===== src/rtl/irq_vec_pkg.sv =====
`timescale 1ns/1ps
package irq_vec_pkg;
  localparam int SRC_N     = 32;
  localparam int SLOT_N    = 16;
  localparam int REG_AW    = 8;
  localparam int SRC_IDX_W = $clog2(SRC_N);

  localparam logic [REG_AW-1:0] OFS_RAW      = 8'h00;
  localparam logic [REG_AW-1:0] OFS_IRQ_ST   = 8'h04;
  localparam logic [REG_AW-1:0] OFS_FIQ_ST   = 8'h08;
  localparam logic [REG_AW-1:0] OFS_EN_SET   = 8'h0C;
  localparam logic [REG_AW-1:0] OFS_EN_CLR   = 8'h10;
  localparam logic [REG_AW-1:0] OFS_SW_SET   = 8'h14;
  localparam logic [REG_AW-1:0] OFS_SW_CLR   = 8'h18;
  localparam logic [REG_AW-1:0] OFS_STEER    = 8'h1C;
  localparam logic [REG_AW-1:0] OFS_GUARD    = 8'h20;
  localparam logic [REG_AW-1:0] OFS_VEC_CUR  = 8'h24;
  localparam logic [REG_AW-1:0] OFS_VEC_DFLT = 8'h28;

  // Upper address bits select a region of the map
  typedef enum logic [1:0] {
    RG_CORE  = 2'd0,
    RG_VADDR = 2'd1,
    RG_VCTL  = 2'd2,
    RG_NONE  = 2'd3
  } region_e;
endpackage


===== src/rtl/irq_src_bank.sv =====
`timescale 1ns/1ps
module irq_src_bank #(
  parameter int N = 32
) (
  input  logic         clk,
  input  logic         rst_n,
  input  logic [N-1:0] src_i,
  input  logic [N-1:0] wdata_i,
  input  logic         en_set_we_i,
  input  logic         en_clr_we_i,
  input  logic         sw_set_we_i,
  input  logic         sw_clr_we_i,
  input  logic         steer_we_i,
  output logic [N-1:0] raw_o,
  output logic [N-1:0] en_o,
  output logic [N-1:0] sw_o,
  output logic [N-1:0] steer_o,
  output logic [N-1:0] irq_stat_o,
  output logic [N-1:0] fiq_stat_o,
  output logic         irq_o,
  output logic         fiq_o
);
  logic [N-1:0] en_q, sw_q, steer_q;
  logic         irq_q, fiq_q;

  always_ff @(posedge clk) begin
    if (!rst_n) begin
      en_q    <= '0;
      sw_q    <= '0;
      steer_q <= '0;
      irq_q   <= 1'b0;
      fiq_q   <= 1'b0;
    end else begin
      if (en_set_we_i)      en_q <= en_q | wdata_i;
      else if (en_clr_we_i) en_q <= en_q & ~wdata_i;
      if (sw_set_we_i)      sw_q <= sw_q | wdata_i;
      else if (sw_clr_we_i) sw_q <= sw_q & ~wdata_i;
      if (steer_we_i)       steer_q <= wdata_i;
      irq_q <= |irq_stat_o;
      fiq_q <= |fiq_stat_o;
    end
  end

  for (genvar b = 0; b < N; b++) begin : g_bit
    assign raw_o[b]      = src_i[b] | sw_q[b];
    assign irq_stat_o[b] = raw_o[b] & en_q[b] & ~steer_q[b];
    assign fiq_stat_o[b] = raw_o[b] & en_q[b] &  steer_q[b];
  end

  assign en_o    = en_q;
  assign sw_o    = sw_q;
  assign steer_o = steer_q;
  assign irq_o   = irq_q;
  assign fiq_o   = fiq_q;

  p_en_set_r3: assert property (@(posedge clk) disable iff (!rst_n)
    en_set_we_i |=> ((en_o & $past(wdata_i)) == $past(wdata_i)));
  p_en_clr_r3: assert property (@(posedge clk) disable iff (!rst_n)
    (en_clr_we_i && !en_set_we_i) |=> ((en_o & $past(wdata_i)) == '0));
  p_sw_clr_r4: assert property (@(posedge clk) disable iff (!rst_n)
    (sw_clr_we_i && !sw_set_we_i) |=> ((sw_o & $past(wdata_i)) == '0));
  p_irq_cause_r6: assert property (@(posedge clk) disable iff (!rst_n)
    irq_o |-> $past(|(raw_o & en_o & ~steer_o)));
  p_fiq_cause_r6: assert property (@(posedge clk) disable iff (!rst_n)
    fiq_o |-> $past(|(raw_o & en_o & steer_o)));
endmodule


===== src/rtl/irq_vec_slots.sv =====
`timescale 1ns/1ps
module irq_vec_slots #(
  parameter int SLOTS = 16,
  parameter int AW    = 32,
  parameter int NSRC  = 32,
  localparam int IW   = $clog2(SLOTS),
  localparam int SW   = $clog2(NSRC)
) (
  input  logic                       clk,
  input  logic                       rst_n,
  input  logic [NSRC-1:0]            irq_stat_i,
  input  logic [AW-1:0]              wdata_i,
  input  logic [SLOTS-1:0]           addr_we_i,
  input  logic [SLOTS-1:0]           ctl_we_i,
  input  logic                       dflt_we_i,
  input  logic                       ack_rd_i,
  input  logic                       ack_wr_i,
  output logic [SLOTS-1:0][AW-1:0]   slot_addr_o,
  output logic [SLOTS-1:0][SW:0]     slot_ctl_o,
  output logic [AW-1:0]              dflt_o,
  output logic [AW-1:0]              cur_addr_o
);
  logic [SLOTS-1:0][AW-1:0] addr_q;
  logic [SLOTS-1:0][SW:0]   ctl_q;
  logic [AW-1:0]            dflt_q;
  logic [SLOTS:0]           in_svc;
  logic [SLOTS-1:0]         active, shut, eligible;
  logic                     hit, any_svc;
  logic [IW-1:0]            win;

  for (genvar n = 0; n < SLOTS; n++) begin : g_slot
    always_ff @(posedge clk) begin
      if (!rst_n) begin
        addr_q[n] <= '0;
        ctl_q[n]  <= '0;
      end else begin
        if (addr_we_i[n]) addr_q[n] <= wdata_i;
        if (ctl_we_i[n])  ctl_q[n]  <= wdata_i[SW:0];
      end
    end
    assign active[n] = ctl_q[n][SW] & irq_stat_i[ctl_q[n][SW-1:0]];
    if (n == 0) begin : g_first
      assign shut[n] = in_svc[0];
    end else begin : g_rest
      assign shut[n] = shut[n-1] | in_svc[n];
    end
  end

  assign eligible = active & ~shut;
  assign any_svc  = |in_svc;

  always_comb begin
    hit = 1'b0;
    win = '0;
    for (int i = SLOTS - 1; i >= 0; i--) begin
      if (eligible[i]) begin
        hit = 1'b1;
        win = IW'(i);
      end
    end
  end

  always_ff @(posedge clk) begin
    if (!rst_n) begin
      dflt_q <= '0;
      in_svc <= '0;
    end else begin
      if (dflt_we_i) dflt_q <= wdata_i;
      if (ack_rd_i) begin
        if (hit)           in_svc[win]   <= 1'b1;
        else if (!any_svc) in_svc[SLOTS] <= 1'b1;
      end else if (ack_wr_i) begin
        in_svc <= in_svc & (in_svc - (SLOTS+1)'(1));
      end
    end
  end

  assign slot_addr_o = addr_q;
  assign slot_ctl_o  = ctl_q;
  assign dflt_o      = dflt_q;
  assign cur_addr_o  = hit ? addr_q[win] : dflt_q;

  p_mark_r8: assert property (@(posedge clk) disable iff (!rst_n)
    (ack_rd_i && hit) |=> in_svc[$past(win)]);
  p_pop_r8: assert property (@(posedge clk) disable iff (!rst_n)
    (ack_wr_i && !ack_rd_i && any_svc) |=> ($countones(in_svc) == $countones($past(in_svc)) - 1));
  p_keep_r9: assert property (@(posedge clk) disable iff (!rst_n)
    (ack_rd_i && !hit && any_svc) |=> (in_svc == $past(in_svc)));
  p_only_higher_r8: assert property (@(posedge clk) disable iff (!rst_n)
    (ack_rd_i && hit && any_svc) |=> ($countones(in_svc) == $countones($past(in_svc)) + 1));
endmodule


===== src/rtl/irq_vector_ctrl.sv =====
`timescale 1ns/1ps
module irq_vector_ctrl
  import irq_vec_pkg::*;
#(
  parameter int N_SRC  = SRC_N,
  parameter int N_SLOT = SLOT_N,
  parameter int RA     = REG_AW,
  localparam int DW    = N_SRC,
  localparam int IW    = $clog2(N_SLOT),
  localparam int SH    = IW + 2,
  localparam int SW    = $clog2(N_SRC)
) (
  input  logic          clk,
  input  logic          rst_n,
  input  logic [DW-1:0] src_i,
  input  logic          bus_sel_i,
  input  logic          bus_wr_i,
  input  logic          bus_priv_i,
  input  logic [RA-1:0] bus_addr_i,
  input  logic [DW-1:0] bus_wdata_i,
  output logic [DW-1:0] bus_rdata_o,
  output logic          irq_o,
  output logic          fiq_o
);
  logic                     guard_q;
  logic                     acc_ok, wr, rd;
  region_e                  region;
  logic [IW-1:0]            idx;
  logic [DW-1:0]            raw, en, sw, steer, irq_stat, fiq_stat;
  logic [N_SLOT-1:0]        addr_we, ctl_we;
  logic [N_SLOT-1:0][DW-1:0] slot_addr;
  logic [N_SLOT-1:0][SW:0]  slot_ctl;
  logic [DW-1:0]            dflt, cur_addr;

  assign acc_ok = bus_sel_i && (bus_priv_i || !guard_q) && (bus_addr_i[1:0] == 2'b00);
  assign wr     = acc_ok && bus_wr_i;
  assign rd     = acc_ok && !bus_wr_i;
  assign region = region_e'(bus_addr_i[RA-1:SH]);
  assign idx    = bus_addr_i[SH-1:2];

  for (genvar n = 0; n < N_SLOT; n++) begin : g_we
    assign addr_we[n] = wr && (region == RG_VADDR) && (idx == IW'(n));
    assign ctl_we[n]  = wr && (region == RG_VCTL)  && (idx == IW'(n));
  end

  always_ff @(posedge clk) begin
    if (!rst_n)                              guard_q <= 1'b0;
    else if (wr && bus_addr_i == OFS_GUARD)  guard_q <= bus_wdata_i[0];
  end

  irq_src_bank #(.N(DW)) u_bank (
    .clk         (clk),
    .rst_n       (rst_n),
    .src_i       (src_i),
    .wdata_i     (bus_wdata_i),
    .en_set_we_i (wr && bus_addr_i == OFS_EN_SET),
    .en_clr_we_i (wr && bus_addr_i == OFS_EN_CLR),
    .sw_set_we_i (wr && bus_addr_i == OFS_SW_SET),
    .sw_clr_we_i (wr && bus_addr_i == OFS_SW_CLR),
    .steer_we_i  (wr && bus_addr_i == OFS_STEER),
    .raw_o       (raw),
    .en_o        (en),
    .sw_o        (sw),
    .steer_o     (steer),
    .irq_stat_o  (irq_stat),
    .fiq_stat_o  (fiq_stat),
    .irq_o       (irq_o),
    .fiq_o       (fiq_o)
  );

  irq_vec_slots #(.SLOTS(N_SLOT), .AW(DW), .NSRC(N_SRC)) u_slots (
    .clk         (clk),
    .rst_n       (rst_n),
    .irq_stat_i  (irq_stat),
    .wdata_i     (bus_wdata_i),
    .addr_we_i   (addr_we),
    .ctl_we_i    (ctl_we),
    .dflt_we_i   (wr && bus_addr_i == OFS_VEC_DFLT),
    .ack_rd_i    (rd && bus_addr_i == OFS_VEC_CUR),
    .ack_wr_i    (wr && bus_addr_i == OFS_VEC_CUR),
    .slot_addr_o (slot_addr),
    .slot_ctl_o  (slot_ctl),
    .dflt_o      (dflt),
    .cur_addr_o  (cur_addr)
  );

  always_comb begin
    bus_rdata_o = '0;
    if (rd) begin
      case (region)
        RG_VADDR: bus_rdata_o = slot_addr[idx];
        RG_VCTL:  bus_rdata_o = DW'(slot_ctl[idx]);
        RG_CORE: begin
          case (bus_addr_i)
            OFS_RAW:      bus_rdata_o = raw;
            OFS_IRQ_ST:   bus_rdata_o = irq_stat;
            OFS_FIQ_ST:   bus_rdata_o = fiq_stat;
            OFS_EN_SET:   bus_rdata_o = en;
            OFS_SW_SET:   bus_rdata_o = sw;
            OFS_STEER:    bus_rdata_o = steer;
            OFS_GUARD:    bus_rdata_o = DW'(guard_q);
            OFS_VEC_CUR:  bus_rdata_o = cur_addr;
            OFS_VEC_DFLT: bus_rdata_o = dflt;
            default:      bus_rdata_o = '0;
          endcase
        end
        default: bus_rdata_o = '0;
      endcase
    end
  end

  p_guard_r11: assert property (@(posedge clk) disable iff (!rst_n)
    (guard_q && bus_sel_i && !bus_priv_i && bus_wr_i) |=> (en == $past(en) && steer == $past(steer)));
  p_guard_rd_r11: assert property (@(posedge clk) disable iff (!rst_n)
    (guard_q && bus_sel_i && !bus_priv_i) |-> (bus_rdata_o == '0));
  p_wr_quiet_r10: assert property (@(posedge clk) disable iff (!rst_n)
    (bus_sel_i && bus_wr_i) |-> (bus_rdata_o == '0));
endmodule


===== config.mk =====
export PLATFORM = sky130hd
export DESIGN_NAME = irq_vector_ctrl
export DESIGN_NICKNAME = d
export VERILOG_FILES = /design/src/rtl/irq_vec_pkg.sv /design/src/rtl/irq_src_bank.sv /design/src/rtl/irq_vec_slots.sv /design/src/rtl/irq_vector_ctrl.sv
export SDC_FILE = /design/constraint.sdc
export NUM_CORES = 2
export LEC_CHECK = 0
export ABC_CLOCK_PERIOD_IN_PS = 6350
export BUFFER_PORTS_ARGS = -buffer_cell sky130_fd_sc_hd__clkbuf_2
export CORE_MARGIN = 2
export CORE_UTILIZATION = 64
export DETAILED_ROUTE_END_ITERATION = 6
export PLACE_DENSITY_LB_ADDON = 0.12
export SLEW_MARGIN = 40
export SYNTH_ARGS = -nofsm -noshare
export SYNTH_HDL_FRONTEND = slang
export SYNTH_HIERARCHICAL = 1
export SYNTH_SLANG_ARGS = --single-unit
export TNS_END_PERCENT = 20

===== constraint.sdc =====
create_clock -name clk -period 6.35 [get_ports clk]
set_input_delay 0.3175 -clock clk [delete_from_list [all_inputs] [get_ports clk]]
set_output_delay 0.3175 -clock clk [all_outputs]
set_load 0.05 [all_outputs]

==> reports/results.txt <==
status: finished, violations left
failing checks: design-rule violations, negative setup slack
ANT nets after route: 0
Worst-Skew Late Latency: 0.66 ns
placer congestion estimate: 1.09
Total Die Area: 74,800 um^2
maximum clock frequency: 152 MHz
Vias/cell: 7.38
dpl cell area: 49,300 um^2
Cell Pwr Density: 193 nW/um^2
clock skew: 0.0128 ns
most used cell, CP: buf_4
Nets: 4,758
CTS Hold Bufs: 0
synthesized cell area: 46,500 um^2
YS warnings: 6
crit path DAT: 6.27 ns
Synth Area in Compound Gates: 0.107
P_leak: 16.9 nW
critical path fanouts, max: 8
final wirelength: 188,000 um
most common cell in the synthesized netlist: mux2i_1
CTS clk-pin slew, worst paths: 0.06 ns
Seq/Total Area, Yosys: 0.325
Final Max Tran Viols: 0
largest net degree at the start of global routing: 244
Die Height: 274 um
Ports: 111
max_cap viols: 0
mux contribution to synthesized area: 0.339
largest cells by area after synthesis: dfxtp_1, mux2i_1, mux4_2
Port Buffers: 110
first-pass GRT wire length: 267,000 um
dpl hpwl: 122,000 um
Crit-path slowest cell: mux4_2
Post-Synth Simple-Gate Area: 0.183
Hold Crit Depth: 2
worst rel slew slack: 0.340
Reg-to-Reg End: u_slots/in_svc[9]
FP Rows: 98
Iter 0 DRT Violations: 7,524
DRT Pass-1 Iters: 7
Worst setup SP type: register
P&R area growth vs syn: 14.9%
CTS tree: built
post-synthesis xor/xnor area fraction: 0
Worst Tran Pin Value: 0.990 ns
clock sink count: 755
initial antenna violation count: 8
layout cells sized above 1: 0.237
syn_nets: 4,743
Worst Hold Endpoint: u_bank/fiq_o
RSZ-0062 raised after global routing: true
Final min period: 6.59 ns
R2R depth: 21
post-layout util: 0.744
largest family of logic cells by synthesized area: multiplexers
Chip Width: 274 um
Num CTS Buffers: 81
dpl ws: 0.160 ns
Fillers: 5,051
core area: 71,700 um^2
# diodes: 0
DR vias: 42,000
kind of end point of the critical path: primary output
Mapped Avg Cell Area: 9.96 um^2
Clk Tree Root Cell: clkbuf_16
critical hold path startpoint: rst_n
setup tns final: -1.07 ns
final worst path period share: 1.04
most common library cells after synthesis: mux2i_1, nor2b_1, dfxtp_1
Mapped Cells: 4,666
Critical Path, Cell by Cell: o21ai_4 > nor2_4 > buf_4 > mux4_2 > mux2i_1 > mux2_2 > o22a_2 > and3_1 > o21ai_1 > a21o_4 > a21oi_4 > buf_4 > buf_12 > mux2_1 > a222oi_1 > o22ai_1 > o22a_1 > mux2i_1 > o22ai_1 > a211oi_1 > a21oi_1 > buf_4 > buf_12
CTS max path bufs: 3
setup slack after layout: -0.242 ns
R2R Setup Slk: 1.91 ns
Peak VDD IR: 0.231 mV
CP peak stage delay: 0.59 ns
Initial Util: 0.648
Synth Area in Adders: 0
CTS H-Tree Depth: 3
GRT Total Usage: 0.483
Netlist cell types: 93
kind of critical path: reg2out
final hold vios: 0
DRC viols: 9
Data required, critical path: 6.03 ns
final instance area: 53,400 um^2
Post-synth top flop: dfxtp_1
grt ovf: 0
number of enable flip-flop cells after synthesis: 0
Worst Hold Class: in2reg
Synth area leader: dfxtp_1
vias in the first global route: 39,000
final setup fails: 11
share of the synthesized area in the top cell type: 0.325
Synth Register Bits: 755
wire per inst: 33.0 um
share of synthesized flip-flops with an asynchronous set or reset: 0
## through the flow
stage          cells  hold WS [ns]  power [W]
6_report        5692         0.212     0.0103
5_1_grt         5692         0.222     0.0105
4_1_cts         5657         0.197     0.0103
3_5_place_dp    5481         0.480    0.00538
3_3_place_gp    5470         0.474    0.00538
2_1_floorplan   4666         0.446    0.00518
## registers in the layout, summed over array words and instances (netlist names), named ones only
signal               flops
u_bank/fiq_o             1
u_slots/slot_ctl_o      96
u_slots/slot_addr_o    512
guard_q                  1
u_slots/in_svc          16
u_bank/irq_o             1
u_bank/steer_o          32
u_slots/dflt_o          32
## power by group
group | internal, W | switching (W) | leakage [nW]
clock | 0.00292 | 0.00210 | 1.36
combinational | 0.000184 | 0.000380 | 9.42
sequential | 0.00474 | 0.00000351 | 6.08
total | 0.00784 | 0.00248 | 16.9
## logic make-up after synthesis
group,after synthesis
simple gates,1486
flops,755
compound gates,689
buf+inv,529
mux,1207
## metal layers
layer | global-route usage | routed length (um) | part of all wire
met2 | 0.675 | 75400 | 0.40
met5 | 0.00963 | 167 | 0.00089
met4 | 0.249 | 12200 | 0.065
met3 | 0.193 | 29800 | 0.16
met1 | 0.642 | 70100 | 0.37
## what timing repair did
| action | in CTS | in global routing |
|---|---|---|
| endpoints found under the hold margin | 0 | 0 |
| cloned | 3 | 3 |
| resized for setup | 115 | 103 |
| setup endpoints to repair | 32 | 32 |
| setup buffers | 30 | 31 |
| pin swaps | 22 | 49 |
## worst max-delay path, delay by kind of cell (launching register included)
kind	cells	cell delay [ns]
AOI/OAI and AO/OA	11	2.38
buffers and inverters	5	0.88
DFF	1	0.34
muxes	5	1.72
and+or+nand+nor	2	0.26
## cell usage in the layout (no fill, tap or decap), drive strengths merged, types with 37 or more instances in the layout
master and count:
a22o 41, mux4 287, o22ai 37, nor2b 762
o21ai 122, a21oi 89, buf 363, a22oi 135
and3 42, nor2 153, dfxtp 755, or2 41
nand3 73, clkbuf 197, mux2i 838, nor3 39
nand2 223, mux2 82
## how the worst max path moves through the flow
stage,from,to,slack [ns],cells after the start
5_1_grt,register,bus_rdata_o[4],-0.19,26
3_3_place_gp,src_i[25],bus_rdata_o[28],0.29,22
2_1_floorplan,u_slots/slot_ctl_o[78],bus_rdata_o[3],0.99,18
6_report,register,bus_rdata_o[9],-0.24,23
3_5_place_dp,src_i[25],bus_rdata_o[28],0.16,22
4_1_cts,register,bus_rdata_o[9],-0.003,23
## area by class of cell
type                            count  area [um^2]  share of cell area
Clock buffer                      118         2370              0.0443
Clock inverter                     26          384             0.00719
Inverter                           18         67.6             0.00127
Multi-Input combinational cell   3382        30100               0.564
Sequential cell                   755        15100               0.283
Tap cell                          950         1190              0.0223
Timing Repair Buffer              443         4170              0.0780
Power figures use the tool's default switching activity.
